**src/rtl/ser8_pkg.sv**
```systemverilog
`timescale 1ns/1ps
package ser8_pkg;

    typedef enum logic {
        RATE_DOUBLE = 1'b0,
        RATE_SINGLE = 1'b1
    } rate_e;

    // Serial positions consumed per clock period in the given rate
    function automatic int unsigned bits_per_clk(input logic rate_one);
        return (rate_e'(rate_one) == RATE_SINGLE) ? 1 : 2;
    endfunction

endpackage

```
**src/rtl/ser8_arm.sv**
```systemverilog
`timescale 1ns/1ps
// Arms the converter on the first falling clock edge after the clear is released
module ser8_arm (
    input  logic clk_i,
    input  logic align_i,
    output logic arm_o
);
    logic arm_d;
    logic arm_q;

    always_comb begin
        arm_d = 1'b1;
    end

    always_ff @(negedge clk_i or posedge align_i) begin
        if (align_i) begin
            arm_q <= 1'b0;
        end else begin
            arm_q <= arm_d;
        end
    end

    assign arm_o = arm_q;
endmodule

```
**src/rtl/ser8_seq.sv**
```systemverilog
`timescale 1ns/1ps
// Rising-edge sequencer: run flag, pause flag, bit position, word holding register, word clock
module ser8_seq #(
    parameter int WORD_W = 8,
    localparam int CNT_W = $clog2(WORD_W)
) (
    input  logic              clk_i,
    input  logic              align_i,
    input  logic              arm_i,
    input  logic              rate_one_i,
    input  logic              hold_i,
    input  logic [WORD_W-1:0] par_word_i,
    output logic              run_o,
    output logic              paused_o,
    output logic [CNT_W-1:0]  cnt_o,
    output logic [WORD_W-1:0] word_o,
    output logic              word_clk_o
);
    typedef struct packed {
        logic              run;
        logic              paused;
        logic [CNT_W-1:0]  cnt;
        logic [WORD_W-1:0] word;
        logic              wclk;
    } seq_state_t;

    seq_state_t st_d;
    seq_state_t st_q;

    logic [CNT_W:0] step_d;
    logic [CNT_W:0] sum_d;
    logic           adv_d;

    always_comb begin
        step_d = (CNT_W + 1)'(ser8_pkg::bits_per_clk(rate_one_i));
        adv_d  = st_q.run && !st_q.paused;
        sum_d  = {1'b0, st_q.cnt} + step_d;
        st_d   = st_q;
        if (!st_q.run) begin
            if (arm_i) begin
                st_d.run    = 1'b1;
                st_d.paused = hold_i;
                st_d.cnt    = '0;
                st_d.word   = par_word_i;
                st_d.wclk   = 1'b1;
            end
        end else begin
            st_d.paused = hold_i;
            if (adv_d) begin
                st_d.cnt  = sum_d[CNT_W-1:0];
                st_d.wclk = ~sum_d[CNT_W-1];
                if (sum_d[CNT_W]) begin
                    st_d.word = par_word_i;
                end
            end
        end
    end

    always_ff @(posedge clk_i or posedge align_i) begin
        if (align_i) begin
            st_q <= '0;
        end else begin
            st_q <= st_d;
        end
    end

    assign run_o      = st_q.run;
    assign paused_o   = st_q.paused;
    assign cnt_o      = st_q.cnt;
    assign word_o     = st_q.word;
    assign word_clk_o = st_q.wclk;
endmodule

```
**src/rtl/ser8_outmux.sv**
```systemverilog
`timescale 1ns/1ps
// Output bit select: falling-edge register for single rate, clock-level pick for double rate
module ser8_outmux #(
    parameter int WORD_W = 8,
    localparam int CNT_W = $clog2(WORD_W)
) (
    input  logic              clk_i,
    input  logic              align_i,
    input  logic              rate_one_i,
    input  logic              active_i,
    input  logic [CNT_W-1:0]  cnt_i,
    input  logic [WORD_W-1:0] word_i,
    output logic              ser_o
);
    logic             one_d;
    logic             one_q;
    logic             even_bit;
    logic             odd_bit;
    logic             two_bit;
    logic [CNT_W-1:0] odd_idx;

    always_comb begin
        odd_idx  = {cnt_i[CNT_W-1:1], 1'b1};
        even_bit = word_i[cnt_i];
        odd_bit  = word_i[odd_idx];
        one_d    = active_i & word_i[cnt_i];
        two_bit  = active_i & (clk_i ? even_bit : odd_bit);
    end

    always_ff @(negedge clk_i or posedge align_i) begin
        if (align_i) begin
            one_q <= 1'b0;
        end else begin
            one_q <= one_d;
        end
    end

    assign ser_o = rate_one_i ? one_q : two_bit;
endmodule

```
**src/rtl/ser8_dual_rate.sv**
```systemverilog
`timescale 1ns/1ps
module ser8_dual_rate #(
    parameter int WORD_W = 8,
    localparam int CNT_W = $clog2(WORD_W)
) (
    input  logic              clk_i,
    input  logic              align_i,
    input  logic              rate_one_i,
    input  logic              hold_i,
    input  logic [WORD_W-1:0] par_word_i,
    output logic              ser_o,
    output logic              word_clk_o
);
    logic              arm_w;
    logic              run_w;
    logic              paused_w;
    logic [CNT_W-1:0]  cnt_w;
    logic [WORD_W-1:0] word_w;
    logic              active_w;

    ser8_arm arm_i (
        .clk_i   (clk_i),
        .align_i (align_i),
        .arm_o   (arm_w)
    );

    ser8_seq #(.WORD_W(WORD_W)) seq_i (
        .clk_i      (clk_i),
        .align_i    (align_i),
        .arm_i      (arm_w),
        .rate_one_i (rate_one_i),
        .hold_i     (hold_i),
        .par_word_i (par_word_i),
        .run_o      (run_w),
        .paused_o   (paused_w),
        .cnt_o      (cnt_w),
        .word_o     (word_w),
        .word_clk_o (word_clk_o)
    );

    assign active_w = run_w & ~paused_w;

    ser8_outmux #(.WORD_W(WORD_W)) mux_i (
        .clk_i      (clk_i),
        .align_i    (align_i),
        .rate_one_i (rate_one_i),
        .active_i   (active_w),
        .cnt_i      (cnt_w),
        .word_i     (word_w),
        .ser_o      (ser_o)
    );
endmodule

```
**config.mk**
```make
export PLATFORM = sky130hd
export DESIGN_NAME = ser8_dual_rate
export DESIGN_NICKNAME = d
export VERILOG_FILES = /design/src/rtl/ser8_pkg.sv /design/src/rtl/ser8_arm.sv /design/src/rtl/ser8_seq.sv /design/src/rtl/ser8_outmux.sv /design/src/rtl/ser8_dual_rate.sv
export SDC_FILE = /design/constraint.sdc
export NUM_CORES = 1
export LEC_CHECK = 0
export CELL_PAD_IN_SITES_DETAIL_PLACEMENT = 2
export CELL_PAD_IN_SITES_GLOBAL_PLACEMENT = 2
export CORE_MARGIN = 2
export CORE_UTILIZATION = 31
export DETAILED_ROUTE_END_ITERATION = 7
export MAX_ROUTING_LAYER = met4
export PLACE_DENSITY_LB_ADDON = 0.1
export REMOVE_ABC_BUFFERS = 1
export SLEW_MARGIN = 30
export SYNTH_ARGS = -nofsm -noshare
export SYNTH_HDL_FRONTEND = slang
export SYNTH_HIERARCHICAL = 1
export SYNTH_SLANG_ARGS = --single-unit
export TNS_END_PERCENT = 30
```
**constraint.sdc**
```tcl
create_clock -name clk_i -period 1.6 [get_ports clk_i]
set_input_delay 0.16 -clock clk_i [delete_from_list [all_inputs] [get_ports clk_i]]
set_output_delay 0.16 -clock clk_i [all_outputs]
set_load 0.005 [all_outputs]
```
==> After elaboration in Yosys (flattened, before gate mapping) <==
Cells that the tools add are included.
Widths: inputs -> output; s select.
{ "classes": {"order_cmp": 2, "mux": 12, "bitwise_logic": 5, "n_reduce_logical": 5, "n_eq_ne": 2, "add_sub_neg": 1} }
{ "ops": {"columns": ["op", "count"], "rows": [
  ["$mux 14", 1],
  ["$mux 13", 1],
  ["$mux 12", 1],
  ["$lt 3x4->1 const B", 2],
  ["$mux 8", 1],
  ["$mux 1", 5],
  ["$add 3x4->4", 1],
  ["$ne 2x2->1 const B", 2],
  ["$and 1x1->1", 3],
  ["$bmux 1 s3", 1],
  ["$reduce_and 3->1", 1],
  ["$bmux 1 s2", 1],
  ["$mux 2", 1],
  ["$not 1->1", 2],
  ["$reduce_and 2->1", 1],
  ["$reduce_bool 2->1", 1],
  ["$logic_and 1x1->1", 1],
  ["$logic_not 1->1", 1]
]} }
{ "word_totals": {"elab_cells": 34, "register_bits": 16, "in_bits": 12} }

==> Depth between registers and ports, before layout <==
{ "logic_depth": {"depth_word": 5, "mapped_depth": 6, "ltp_nobuf": 6} }

==> Hierarchy <==
Netlist, hierarchy kept.
{ "by_module_without_submodules": {"columns": ["module", "seq_area_each_um2", "cells_each", "instances", "area_each_um2"], "rows": [
  ["ser8_seq", 350.3, 46, 1, 638.1],
  ["ser8_outmux", 25.0, 14, 1, 153.9],
  ["ser8_arm", 25.0, 3, 1, 32.5],
  ["ser8_dual_rate", 0.0, 1, 1, 13.8]
]} }

==> key figures <==
Status
  – Outcome: finished with violations
  – Violated checks: negative setup slack

Critical path
  – Sequence of cells on the critical path: buf_4, mux4_2, mux2i_1, nor2_1
  – Critical Path AT: 1630 ps
  – Slowest cell on crit path: mux4_2
  – Crit start category: flop
  – CP Class: reg -> reg
  – CP endpoint kind: flop
  – Crit. path cell count: 4
  – R2R cell count: 4
  – Critical R2R Launch: seq_i/cnt_o[2]
  – Crit path launch: seq_i/cnt_o[2]
  – Setup crit end: mux_i/one_q
  – Req. time, crit path: 1070 ps
  – Crit-path max FO: 3
  – Slowest stage delay, CP: 480 ps
  – CP delay by family, top: multiplexers
  – Worst path bufs/invs: 1
  – Flop2flop setup slack: -560 ps
  – Reg-to-reg endpoint: mux_i/one_q

Timing
  – Final setup fails: 20
  – Worst Skew: 10.1 ps
  – F_max: approximately 0.47 GHz
  – Worst-margin pin slew: 565 ps
  – Final worst slack: -557 ps
  – Setup TNS: -5740 ps
  – Worst rel slew slack: 62.3%
  – Tcrit/Tclk final: 135%
  – Slew Limit Fails: 0
  – Final min period: around 2200 ps
  – Final Hold Fails: 0
  – RSZ-0062 raised after global routing: yes

Layout
  – Syn-to-layout area delta: 56.6%
  – Share of layout cells above drive strength 1: 51.4%
  – Ant. Diodes: 0
  – Layout Nets: ~120
  – Leading cell type in the layout, fill and taps excluded: buf_4
  – Final std cells w/o fill: 137
  – Finished Cell Area: 1310 sq um
  – Most frequent cells in the layout: 19 x buf_4, 13 x dfrtp_1, 12 x clkdlybuf4s50_1

Route
  – Total Wirelength: 2450 um
  – Vias: 677
  – Final ANT Viol Nets: 0
  – Drt wl/cell: 17.9 um
  – Via/cell ratio: approximately 4.9
  – DRC viols: 0
  – DRT Pass-1 Iters: 2
  – Starting DRT DRC Count: 13

Clock network
  – TritonCTS clock tree: yes
  – Later-pin clock latency in the skew report: 410 ps
  – Worst-path clk slew: 100 ps
  – Hold-fix buffers at CTS: 0

Floorplan
  – Core area: 2520 sq um
  – Die H: 56 um
  – FP Rows: 18
  – Die Wd: 56 um
  – Full die area: roughly 3100 sq um
  – IO Pins: 14
  – Initial core utilization: 33.2%

Synth
  – Synthesized cell area: 838 sq um
  – Yosys Warn Count: 6
  – Synth cell types: 27
  – Seq/Total Area, Yosys: 47.8%
  – Post-synthesis register bit count: 16
  – Yosys top cell by area: dfrtp_1
  – Post-Syn Area per Cell: 13.1 sq um
  – Top FF cell, synth: dfrtp_1
  – Top cells by area, synth: dfrtp_1 42%, mux2_2 13%, dfrtn_1 6.0%
  – Post-synthesis async set-or-reset flop share: 100%
  – Post-synth top area share: a little over two fifths
  – Mapped Cells: 64
  – Post-synth EDFFs: 0

GRT
  – Vias in the first global route: 861
  – First-pass GRT wire length: 3900 um
  – Total GRT Usage: around 18%
  – Largest net degree at the start of global routing: 15
  – GRT overflow: 0
  – Initial antenna violation count: 0

Placement
  – Placed cells: 122
  – Placed instance area: 1130 sq um
  – Number of I/O port buffers: 13
  – GP Congestion: 0.777
  – DP Wirelength: 1660 um

Power and ir drop
  – Leak: 0.610 nW
  – PD cells: between 1500 and 2000 nW/um^2
  – Max VDD drop: 937 uV

Hold path
  – Hold Path Class: in -> async

Run
  – Max-capacitance violation count: 0
[report_power, final]
| group | total, mW | leakage, nW | switching [mW] | internal (mW) |
|---|---|---|---|---|
| Clock | 0.611 | 0.0732 | 0.247 | 0.364 |
| Sequential | 0.700 | 0.184 | 0.125 | 0.576 |
| Combinational | 1.05 | 0.352 | 0.395 | 0.659 |
[registers in the layout (all words and copies together) (netlist names)]
name / flops
seq_i/word_o: 8
seq_i/cnt_o: 3
arm_i/arm_o: 1
mux_i/one_q: 1
seq_i/paused_o: 1
seq_i/run_o: 1
seq_i/word_clk_o: 1
[worst min-delay path by stage]
stage                     startpoint                to  slack [ps]  cells after the start
floorplan                    align_i    seq_i/cnt_o[0]          50                      1
global placement    seq_i/word_clk_o  seq_i/word_clk_o         500                      1
CTS                          align_i   seq_i/word_o[6]         170                      2
detailed placement   seq_i/word_o[3]   seq_i/word_o[3]         500                      1
global route                 align_i    seq_i/paused_o         170                      2
finish                       align_i       seq_i/run_o         150                      2
[layer usage]
metal	up-vias	GRT usage (%)	routed length (um)
met2	20	27.4	1170
met5	-	-	0
li1	307	-	-
met4	0	13.6	80
met3	11	10.0	159
met1	339	17.2	1040
[layout make-up]
type	count	area, sq um
Clock buffer	11	88.8
Fill cell	266	1210
Inverter	10	37.5
Multi-Input combinational cell	38	460
Sequential cell	16	402
Tap cell	30	37.5
Timing Repair Buffer	32	287
[repair_timing]
action / 4_1_cts / 5_1_grt
pin swaps: 2 / 2
resized for setup: 16 / 11
endpoints found under the setup margin: 20 / 20
setup buffers: 4 / 2
[through the flow]
step                utilization (%)  hold slack [ps]  power [mW]  worst slack [ps]
detailed placement             44.8              503        1.62              -531
floorplan                         -             49.2        1.19              -576
global placement               44.8              501        1.57              -484
finish                         52.0              150        2.36              -557
CTS                            50.2              171        2.30              -574
global route                   52.0              174        2.54              -636
[synth_stat cells, types with 2 or more instances]
cell type / n
a21oi_1: 2
dfrtn_1: 2
dfrtp_1: 14
ha_1: 2
inv_1: 10
mux2_2: 10
mux2i_1: 3
nor2_1: 2
[cell families after synthesis]
group / Yosys count / synth area share (%)
flip-flops: 16 / 47.8
multiplexers: 15 / 22.8
AO/OA/AOI/OAI: 11 / 12.1
buffers and inverters: 10 / 4.48
AND/OR/NAND/NOR: 7 / 5.97
adder cells (fa/ha/maj): 3 / 5.37
other: 1 / 0.447
XOR/XNOR: 1 / 1.04
[worst register-to-register path: cells and delay by family (launching register included)]
kind                   cells  cell delay (ps)
and+or+nand+nor            1               60
DFF                        1              410
buffers and inverters      1              130
muxes                      2              620
Power figures use the tool's default switching activity.
